==> src/rtl/rwt_pkg.sv <==
package rwt_pkg;
  // Strobes from the control to the elapsed-time datapath
  typedef struct packed {
    logic clear;    // restart the count from zero
    logic advance;  // count one more cycle
  } cntStrobes_t;
endpackage

==> src/rtl/rwt_counter.sv <==
module rwt_counter
  import rwt_pkg::*;
#(
  parameter int INTERVAL_CYC = 770,
  parameter int WINDOW_CYC   = 100
) (
  input  logic        clk,
  input  logic        rstN,
  input  cntStrobes_t strobes,
  output logic        atLimit,
  output logic        inWindow
);
  localparam int CNT_W = $clog2(INTERVAL_CYC + 1);
  localparam logic [CNT_W-1:0] LIMIT_V  = CNT_W'(INTERVAL_CYC);
  localparam logic [CNT_W-1:0] WINDOW_V = CNT_W'(WINDOW_CYC);

  logic [CNT_W-1:0] elapsedQ;

  always_ff @(posedge clk or negedge rstN) begin
    if (!rstN)                elapsedQ <= '0;
    else if (strobes.clear)   elapsedQ <= '0;
    else if (strobes.advance) elapsedQ <= elapsedQ + 1'b1;
  end

  assign atLimit  = (elapsedQ == LIMIT_V);
  assign inWindow = (elapsedQ < WINDOW_V);
endmodule

==> src/rtl/rwt_control.sv <==
module rwt_control
  import rwt_pkg::*;
(
  input  logic        clk,
  input  logic        rstN,
  input  logic        initDone,
  input  logic        refreshDone,
  input  logic        atLimit,
  input  logic        inWindow,
  output cntStrobes_t strobes,
  output logic        refreshReq,
  output logic        cmdWindow
);
  logic armedQ;

  // Timing becomes active on the first edge that sees init complete
  always_ff @(posedge clk or negedge rstN) begin
    if (!rstN)         armedQ <= 1'b0;
    else if (initDone) armedQ <= 1'b1;
  end

  always_comb begin
    strobes.clear   = refreshDone;
    // Saturate at the limit: the count never wraps while a request is pending
    strobes.advance = armedQ && !atLimit && !refreshDone;
  end

  assign refreshReq = armedQ && atLimit;
  assign cmdWindow  = armedQ && inWindow;
endmodule

==> src/rtl/refresh_window_timer.sv <==
module refresh_window_timer #(
  parameter int INTERVAL_CYC = 770,
  parameter int WINDOW_CYC   = 100
) (
  input  logic clk,
  input  logic rstN,
  input  logic initDone,
  input  logic refreshDone,
  output logic refreshReq,
  output logic cmdWindow
);
  import rwt_pkg::*;

  cntStrobes_t strobes;
  logic        atLimit;
  logic        inWindow;

  rwt_control u_control (
    .clk        (clk),
    .rstN       (rstN),
    .initDone   (initDone),
    .refreshDone(refreshDone),
    .atLimit    (atLimit),
    .inWindow   (inWindow),
    .strobes    (strobes),
    .refreshReq (refreshReq),
    .cmdWindow  (cmdWindow)
  );

  rwt_counter #(
    .INTERVAL_CYC(INTERVAL_CYC),
    .WINDOW_CYC  (WINDOW_CYC)
  ) u_counter (
    .clk     (clk),
    .rstN    (rstN),
    .strobes (strobes),
    .atLimit (atLimit),
    .inWindow(inWindow)
  );
endmodule

==> config.mk <==
export PLATFORM = sky130hd
export DESIGN_NAME = refresh_window_timer
export DESIGN_NICKNAME = d
export VERILOG_FILES = /design/src/rtl/rwt_pkg.sv /design/src/rtl/rwt_counter.sv /design/src/rtl/rwt_control.sv /design/src/rtl/refresh_window_timer.sv
export SDC_FILE = /design/constraint.sdc
export NUM_CORES = 1
export LEC_CHECK = 0
export BUFFER_PORTS_ARGS = -buffer_cell sky130_fd_sc_hd__buf_2
export CAP_MARGIN = 20
export CORE_AREA = 2 2 39 41
export DETAILED_ROUTE_END_ITERATION = 10
export DIE_AREA = 0 0 41 43
export PLACE_DENSITY = 0.72
export SLEW_MARGIN = 20
export SYNTH_ARGS = -nofsm -noshare
export SYNTH_HDL_FRONTEND = slang
export SYNTH_SLANG_ARGS = --single-unit
==> constraint.sdc <==
create_clock -name clk -period 3.6 [get_ports clk]
set_clock_uncertainty 0.2 [all_clocks]
set_input_delay 0 -clock clk [delete_from_list [all_inputs] [get_ports clk]]
set_output_delay 0 -clock clk [all_outputs]
set_load 0.01 [all_outputs]
Word-level counts from Yosys, hierarchy flattened

Index checks and enable logic that the tools add are counted.

$lt $le $gt $ge: 1
Muxes and demuxes: 2
$add $sub $neg: 1
Equality and inequality tests: 1
Reductions and logical operators: 7

Operators by type and width:

| operator              | count |
|---|---|
| $mux 10               | 2 |
| $add 10x1->10 const B | 1 |
| $eq 10x10->1 const B  | 1 |
| $lt 10x7->1 const B   | 1 |
| $logic_and 1x1->1     | 4 |
| $logic_not 1->1       | 2 |
| $reduce_bool 2->1     | 1 |

Register bits after elaboration: 11
Input port bits: 4
Output and inout bits: 2
Word-level logic and storage cells: 14

Longest topological paths before layout

Gate-level depths: netlist (run 1).

Depth after elaboration: 6
Gate-level depth with buffers: 5
Gate-level depth less buffers: 5

Cells and area by module

From an unflattened synthesis (run 1), not the netlist that was laid out.

Cells, all modules: 61
Area total of the unflattened synthesis: 610.6 um^2

By module, submodules not included:

| module      | cells an instance | sequential area each (um^2) | times used | area an instance (um^2) |
|---|---|---|---|---|
| rwt_counter | 55                | 250.2                       | 1          | 544.3 |
| rwt_control | 6                 | 25.0                        | 1          | 66.3 |

Worst setup path after synthesis (run 1)

No wires, ideal clock.

Path type: reg-to-reg
Start: register u_counter.elapsedQ[5]
End: register u_counter.elapsedQ[0]
Setup time: 90 ps
Clock period less this slack: 1892 ps
Stages on the path, launching flop included: 5
Required time: 3310 ps
Setup slack: 1708 ps
Buffers on the path: 1
Arrival: 1602 ps
Path through: dfrtp_1 -> or4b_1 -> clkbuf_2 -> or4_1 -> o2111ai_1

Longest elaborated chain between the ends: 5

RTL lines:

| element                            | line              | source |
|---|---|---|
| from (decl)                        | rwt_counter.sv:17 | `logic [CNT_W-1:0] elapsedQ;` |
| from (signal assigned)             | rwt_counter.sv:22 | `else if (strobes.advance) elapsedQ <= elapsedQ + 1'b1;` |
| $eq 10x10->1                       | rwt_counter.sv:25 | `assign atLimit = (elapsedQ == LIMIT_V);` |
| $logic_not 1->1                    | rwt_control.sv:25 | `strobes.advance = armedQ && !atLimit && !refreshDone;` |
| $logic_and 1x1->1 (2 in a row)     | rwt_control.sv:25 |  |
| $reduce_bool 2->1 (no source line) | -                 |  |

Every way passes these cells.
A chain may end at the register's enable or synchronous reset.

Final worst setup path (run 1)

Ends and elaborated chain as after synthesis.

==> results by group, run 1 <==
Detailed routing
  • DRC violation count after routing: 0
  • Number of antenna-violating nets in the routed design: 0
  • Violation count after the first detailed-route iteration: 13
  • Total via count after detailed routing: 559
  • Total routed wirelength: 1300 microns
  • Routed wirelength normalized by instance count: about 14 microns
  • Number of iterations in the first detailed-routing pass: 3
  • Routed vias/inst: approximately 6.0

GRT
  • Total gr overflow: 0
  • Overall track demand over capacity in global routing: approximately a fifth
  • Wire length of the first global-routing pass: ~2300 microns
  • Via count of the first global-routing pass: 529
  • Largest net degree at the start of global routing: 14
  • Number of antenna violations at the first check in global routing: 0

CTS
  • CTS Buffer Depth: 2
  • Clock insertion delay at the later pin of the skew report: roughly 0.28 ns
  • Clock tree from TritonCTS: built
  • Post_cts resized: 0
  • H-tree levels: 1
  • Total CTS buffers: 3
  • CTS root buf: sky130_fd_sc_hd__clkbuf_4
  • Clock Sinks: 11
  • Post-CTS Hold Fix Bufs: 4
  • Number of post-CTS setup repair buffers: 0
  • Clock slew at the register clock pins of the worst setup and hold paths: ~0.080 ns

Critical path
  • CP Buf/Inv Count: 0
  • Worst Setup End Kind: flop
  • Setup CP Type: flop to flop
  • Flop2flop setup slack: 1.64 ns
  • Setup crit start kind: flop
  • Family with the most delay on the worst path: simple AND/OR/NAND/NOR gates
  • Worst path max stage delay: ~0.64 ns
  • Largest fanout on the critical path: 7
  • Cell type of the slowest stage on the worst timing path: sky130_fd_sc_hd__or4b_1
  • Arrival time reported for the critical path endpoint: between 1.5 and 2 ns
  • Data required time at the worst endpoint: 3.60 ns
  • Ordered cell list for the critical path: or4b_1 -> or4_1 -> o2111ai_1

STA
  • Setup violation total in the final timing report: 0
  • Minimum period implied by the final worst setup slack: between 1.5 and 2 ns
  • Final hold violation count: 0
  • Worst slew pin tran: around 0.5 ns
  • Maximum clock rate: 0.510 GHz
  • Ratio of final minimum period to clock period: 54.4%
  • Final Slew Violations: 0
  • Relative slew slack: about two thirds
  • Aggregate negative setup slack: 0 ns
  • Min setup slack post-route: 1.64 ns
  • Unrepaired setup endpoints after global routing: no

Power and ir drop
  • Combinational share of power: a little under an eighth
  • Power per standard cell area: 346 nW/um^2
  • Clock share of power: roughly a third
  • Switch share: a little over a quarter
  • Total net switching power: 0.0665 mW
  • Power Internal: between 0.15 and 0.2 mW
  • Seq pwr share: 53.9%
  • VDD IR-drop max: 0.181 mV
  • Leakage power: 0.294 nW

Cells and area
  • Commonest non-fill, non-tap cells in the layout: sky130_fd_sc_hd__dfrtp_1, sky130_fd_sc_hd__a21oi_1
  • Fraction of final layout cells with drive strength greater than 1: 13.0%
  • Most frequent standard cell in the layout excluding fill and tap cells: sky130_fd_sc_hd__dfrtp_1
  • Final nets: 84
  • Growth of design area from synthesis to finish: 15.1%
  • Final Cell Area: 723 sq um
  • Share of the core filled with cells: between 50% and 60%
  • Number of inserted diodes: 0

Placement
  • Placed cell areas: 657 sq um
  • Number of buffer cells added on primary ports: 5
  • Worst setup timing slack at the placement stage: ~1.6 ns
  • Post-detail-place hpwl: 888 microns
  • GP Congestion: just under 0.8

Worst hold path
  • Worst hold-check path type: input pin to flop

Floorplanning
  • DIE HEIGHT: around 43 microns
  • IO Count: 6
  • Die area: between 1500 and 2000 sq um
  • Overall die width: between 40 and 50 microns
  • Standard-cell rows: 14
  • Core region area: 1380 sq um
  • Effective utilization at floorplan: ~45%

Yosys
  • Number of flops mapped to enable cells by yosys: 0
  • Top post-synthesis cells by area: sky130_fd_sc_hd__dfrtp_1, sky130_fd_sc_hd__o31ai_1, sky130_fd_sc_hd__or4_1
  • Commonest register cell after synthesis: sky130_fd_sc_hd__dfrtp_1
  • Post-Synthesis Cells: 68
  • Net count after synthesis: 74
  • Number of distinct standard cells referenced by the synthesized netlist: 26
  • Share of the yosys chip area belonging to registers: approximately 44%
  • Synth warn: 0
  • Post-synthesis register bit count: 11
  • Area share of the largest cell type after synthesis: ~44%
  • Synth area leader: sky130_fd_sc_hd__dfrtp_1
  • Mean area per synthesized cell: around 9 sq um
  • Cell area after technology mapping: between 600 and 700 sq um
  • Async SR Flop Fraction: 100%

Job
  • Total of max-cap violations: 0

Status
  • Result of the run: complete, no violations
==> state kept, by name, indices dropped and copies added (netlist names) <==
signal              cells
u_counter.elapsedQ     10
u_control.armedQ        1
==> logic make-up after synthesis <==
family / after synthesis / share of synthesized area, %
and+or+nand+nor: 28 / 26.7
AOI/OAI and AO/OA: 18 / 18.3
DFF: 11 / 43.8
buffers and inverters: 7 / 4.38
xor gates and xnor gates: 2 / 2.79
adders and majority gates: 2 / 3.98
==> power groups by stage <==
stage | Combinational, mW | Clock, mW | Sequential, mW
global route | 0.0329 | 0.0974 | 0.136
detailed placement | 0.0250 | 0 | 0.137
CTS | 0.0287 | 0.0882 | 0.135
finish | 0.0282 | 0.0873 | 0.135
floorplan | 0.0177 | 0 | 0.135
global placement | 0.0243 | 0 | 0.137
==> per-layer routing <==
layer / vias to the layer above / part of all wire (%) / GRT usage [%]
li1: 277 / - / -
met3: 4 / 3.2 / 5.24
met1: 272 / 46 / 26.3
met4: 0 / 1.8 / 11.3
met5: - / 0 / 0
met2: 6 / 49 / 27.8
==> worst register-to-register path: stages, from the launching register on <==
cell and delay, ns:
sky130_fd_sc_hd__dfrtp_1 0.43, sky130_fd_sc_hd__or4b_1 0.64, sky130_fd_sc_hd__or4_1 0.50, sky130_fd_sc_hd__o2111ai_1 0.11
==> synthesized netlist by cell type (2+ instances only) <==
cell type and count:
sky130_fd_sc_hd__a21oi_1 6, sky130_fd_sc_hd__clkbuf_1 3, sky130_fd_sc_hd__dfrtp_1 11, sky130_fd_sc_hd__ha_1 2
sky130_fd_sc_hd__inv_1 3, sky130_fd_sc_hd__nand2_1 5, sky130_fd_sc_hd__nand3_1 4, sky130_fd_sc_hd__nand4_1 3
sky130_fd_sc_hd__nor2_1 2, sky130_fd_sc_hd__o21ai_0 3, sky130_fd_sc_hd__o31ai_1 5, sky130_fd_sc_hd__or3_1 2
sky130_fd_sc_hd__or4_1 5, sky130_fd_sc_hd__xor2_1 2
==> worst paths after layout <==
kind,startpoint,end,depth (start not counted)
setup reg to reg,u_counter.elapsedQ[5],u_counter.elapsedQ[0],3
setup / recovery,u_counter.elapsedQ[5],u_counter.elapsedQ[0],3
hold / removal,initDone,u_control.armedQ,3
max in group asynchronous,rstN,u_counter.elapsedQ[2],3
min in group asynchronous,rstN,u_counter.elapsedQ[9],3
hold reg to reg,u_counter.elapsedQ[4],u_counter.elapsedQ[4],2
==> stage by stage <==
| stage | instances | power, mW | hold WS [ns] |
|---|---|---|---|
| floorplan | 68 | 0.153 | -0.496 |
| global placement | 85 | 0.161 | -0.319 |
| detailed placement | 85 | 0.162 | -0.321 |
| CTS | 93 | 0.251 | 0.236 |
| global route | 93 | 0.266 | 0.244 |
| finish | 93 | 0.250 | 0.238 |
==> cell type report <==
type	instances	area [sq um]
Fill cell	134	661
Multi-Input combinational cell	50	325
Sequential cell	11	275
Timing Repair Buffer	9	65.1
Clock buffer	4	26.3
Tap cell	16	20.0
Inverter	3	11.3
No activity file was read; power rests on OpenSTA's default activity.
==> run 2, diff against run 1 <==
--- a/config.mk
+++ b/config.mk
@@ -10,7 +10,7 @@
 export CORE_AREA = 2 2 39 41
 export DETAILED_ROUTE_END_ITERATION = 10
 export DIE_AREA = 0 0 41 43
-export PLACE_DENSITY = 0.72
+export PLACE_DENSITY = 0.74
 export SLEW_MARGIN = 20
 export SYNTH_ARGS = -nofsm -noshare
 export SYNTH_HDL_FRONTEND = slang
==> constraint.sdc (replaced) <==
create_clock -name clk -period 1.7 [get_ports clk]
set_clock_uncertainty 0.2 [all_clocks]
set_input_delay 0 -clock clk [delete_from_list [all_inputs] [get_ports clk]]
set_output_delay 0 -clock clk [all_outputs]
set_load 0.01 [all_outputs]
==> run 2 against run 1 <==
Compared with the run above: the run now ends with setup timing left; worst hold slack improved by 0.0066 ns; setup slack worse by 1.8 ns; sequential power is 110% higher; global-route usage rose by 5.0 points; via count up 19%; largest power group unchanged; wire length up 41%.
==> results by group, run 2 (synthesized netlist as in run 1, its figures left out) <==
Critical path
  • Worst Setup End Kind: output pin
  • Data required time at the worst endpoint: 1.50 ns (-2.10 ns)
  • Setup crit start kind: flop
  • Arrival time reported for the critical path endpoint: 1.68 ns (-0.28 ns)
  • Worst-case reg-to-reg path depth: 4 (+1)
  • Largest fanout on the critical path: 2 (-5)
  • Setup CP Type: flop to output pin

STA
  • Final Slew Violations: 0 (unchanged)
  • Setup violation total in the final timing report: 5 (+5)
  • Unrepaired setup endpoints after global routing: yes
  • Minimum period implied by the final worst setup slack: 1.88 ns
  • Worst slew pin tran: 0.530 ns (+0.0284 ns)
  • Final hold violation count: 0 (unchanged)
  • Ratio of final minimum period to clock period: 111%
  • Relative slew slack: 64.6% (-1.9 points)
  • Min setup slack post-route: -0.183 ns (-1.82 ns)
  • Maximum clock rate: ~0.53 GHz

Placement
  • # placed instances: 99 (+16%)
  • Number of buffer cells added on primary ports: 5 (unchanged)
  • Worst setup timing slack at the placement stage: -0.0938 ns (-1.73 ns)
  • Post-detail-place hpwl: 1120 microns (+26%)
  • Placed cell areas: 762 sq um (+16%)
  • GP Congestion: 0.843 (+6.5%)

Power and ir drop
  • VDD IR-drop max: 0.364 mV (+100%)
  • Power per standard cell area: 626 nW/um^2 (+81%)
  • Leakage power: 0.395 nW (+34%)
  • Power after layout: 0.574 mW (+130%)

GRT
  • Largest net degree at the start of global routing: 12 (-2)
  • Overall track demand over capacity in global routing: 24.7% (+5.0 points)
  • Number of antenna violations at the first check in global routing: 0 (unchanged)
  • Via count of the first global-routing pass: 644 (+22%)
  • Total gr overflow: 0 (unchanged)
  • Wire length of the first global-routing pass: 2880 microns (+25%)

CTS
  • H-tree levels: 1 (unchanged)
  • CTS root buf: sky130_fd_sc_hd__clkbuf_4
  • Clock insertion delay at the later pin of the skew report: 0.27 ns (about the same)
  • Clock tree from TritonCTS: built
  • Clock slew at the register clock pins of the worst setup and hold paths: 0.08 ns (about the same)
  • CTS Buffer Depth: 2 (unchanged)
  • Total CTS buffers: 3 (unchanged)
  • Clock Sinks: 11 (unchanged)

Floorplanning
  • DIE HEIGHT: 43 microns (unchanged)
  • Die area: 1760 sq um (unchanged)
  • Effective utilization at floorplan: 45.4% (unchanged)
  • Core region area: 1380 sq um (unchanged)
  • Standard-cell rows: 14 (unchanged)
  • IO Count: 6 (unchanged)
  • Overall die width: 41 microns (unchanged)

Detailed routing
  • Number of antenna-violating nets in the routed design: 0 (unchanged)
  • Routed vias/inst: 5.97 (-0.63%)
  • Total routed wirelength: 1830 microns (+41%)
  • Number of iterations in the first detailed-routing pass: 4 (+1)
  • Violation count after the first detailed-route iteration: 6 (-7)
  • DRC violation count after routing: 0 (unchanged)
  • Routed wirelength normalized by instance count: 16.5 microns (+18%)
  • Total via count after detailed routing: 663 (+19%)

Cells and area
  • Largest reg by FF count: u_counter.elapsedQ
  • Final Cell Area: 917 sq um (+27%)
  • Post-route insts no fill: 111 (+19%)
  • Final nets: 102 (+21%)
  • Growth of design area from synthesis to finish: 46.0%
  • Filler Cells Inserted: 107 (-20%)
  • Number of inserted diodes: 0 (unchanged)
  • Largest register FFs: 10 (unchanged)
  • Most frequent standard cell in the layout excluding fill and tap cells: sky130_fd_sc_hd__buf_4
  • Share of the core filled with cells: 66.3% (+14 points)
  • Biggest regs: u_counter.elapsedQ (10), u_control.armedQ (1)
  • Fraction of final layout cells with drive strength greater than 1: 37.9% (+25 points)
  • Commonest non-fill, non-tap cells in the layout: sky130_fd_sc_hd__buf_4, sky130_fd_sc_hd__dfrtp_1, sky130_fd_sc_hd__a21oi_1

Status
  • Result of the run: complete, but fails checks
  • Violations in the final reports: setup timing

Worst hold path
  • Hold-critical path depth: 3 (unchanged)
  • Worst hold-check path type: input pin to flop

Job
  • Total of max-cap violations: 0 (unchanged)
run 2: final cells by class:
type,count,area (sq um),area share (%)
Sequential cell,11,277,30.2
Timing Repair Buffer,27,215,23.5
Clock buffer,4,26.3,2.86
Tap cell,16,20.0,2.18
Multi-Input combinational cell,50,368,40.1
Inverter,3,11.3,1.23
run 2: final timing paths:
check	start	to	slack, ns
max	u_counter.elapsedQ[8]	cmdWindow	-0.18
min	initDone	u_control.armedQ	0.24
max reg2reg	u_counter.elapsedQ[8]	u_counter.elapsedQ[1]	-0.13
min reg2reg	u_counter.elapsedQ[9]	u_counter.elapsedQ[9]	0.39
max in group asynchronous	rstN	u_control.armedQ	0.35
min in group asynchronous	rstN	u_counter.elapsedQ[0]	0.57
run 2: repair_timing:
action                                  in CTS  in global routing
setup buffers                                4                  0
hold buffers                                 4                  0
endpoints found under the hold margin       21                  0
endpoints found under the setup margin       9                  8
resized for setup                            9                  4
pin swaps                                    1                  2
run 2: critical path, stage by stage, from the launching register on:
cell and delay [ns]:
sky130_fd_sc_hd__dfrtp_1 0.41, sky130_fd_sc_hd__buf_6 0.13, sky130_fd_sc_hd__or4_1 0.52, sky130_fd_sc_hd__a31oi_1 0.20, sky130_fd_sc_hd__buf_2 0.17
run 2: per-stage QoR:
stage          hold slack (ns)  setup TNS, ns
2_1_floorplan           -0.496         -0.127
3_3_place_gp            -0.317        -0.0863
3_5_place_dp            -0.315         -0.322
4_1_cts                  0.241         -0.322
5_1_grt                  0.243         -0.907
6_report                 0.245         -0.584
run 2: report_power, final:
group | total (mW) | internal, mW | leakage (nW) | switching, mW
logic | 0.107 | 0.0550 | 0.234 | 0.0524
clock network | 0.187 | 0.0908 | 0.0150 | 0.0959
registers | 0.280 | 0.270 | 0.146 | 0.00960
total | 0.574 | 0.416 | 0.395 | 0.158
run 2: per-layer routing:
layer / global-route usage, % / up-vias / share of wire (%)
li1: - / 314 / -
met1: 32.2 / 328 / 44
met2: 34.4 / 19 / 51
met3: 6.28 / 2 / 3.9
met4: 16.7 / 0 / 0.60
met5: 0 / - / 0
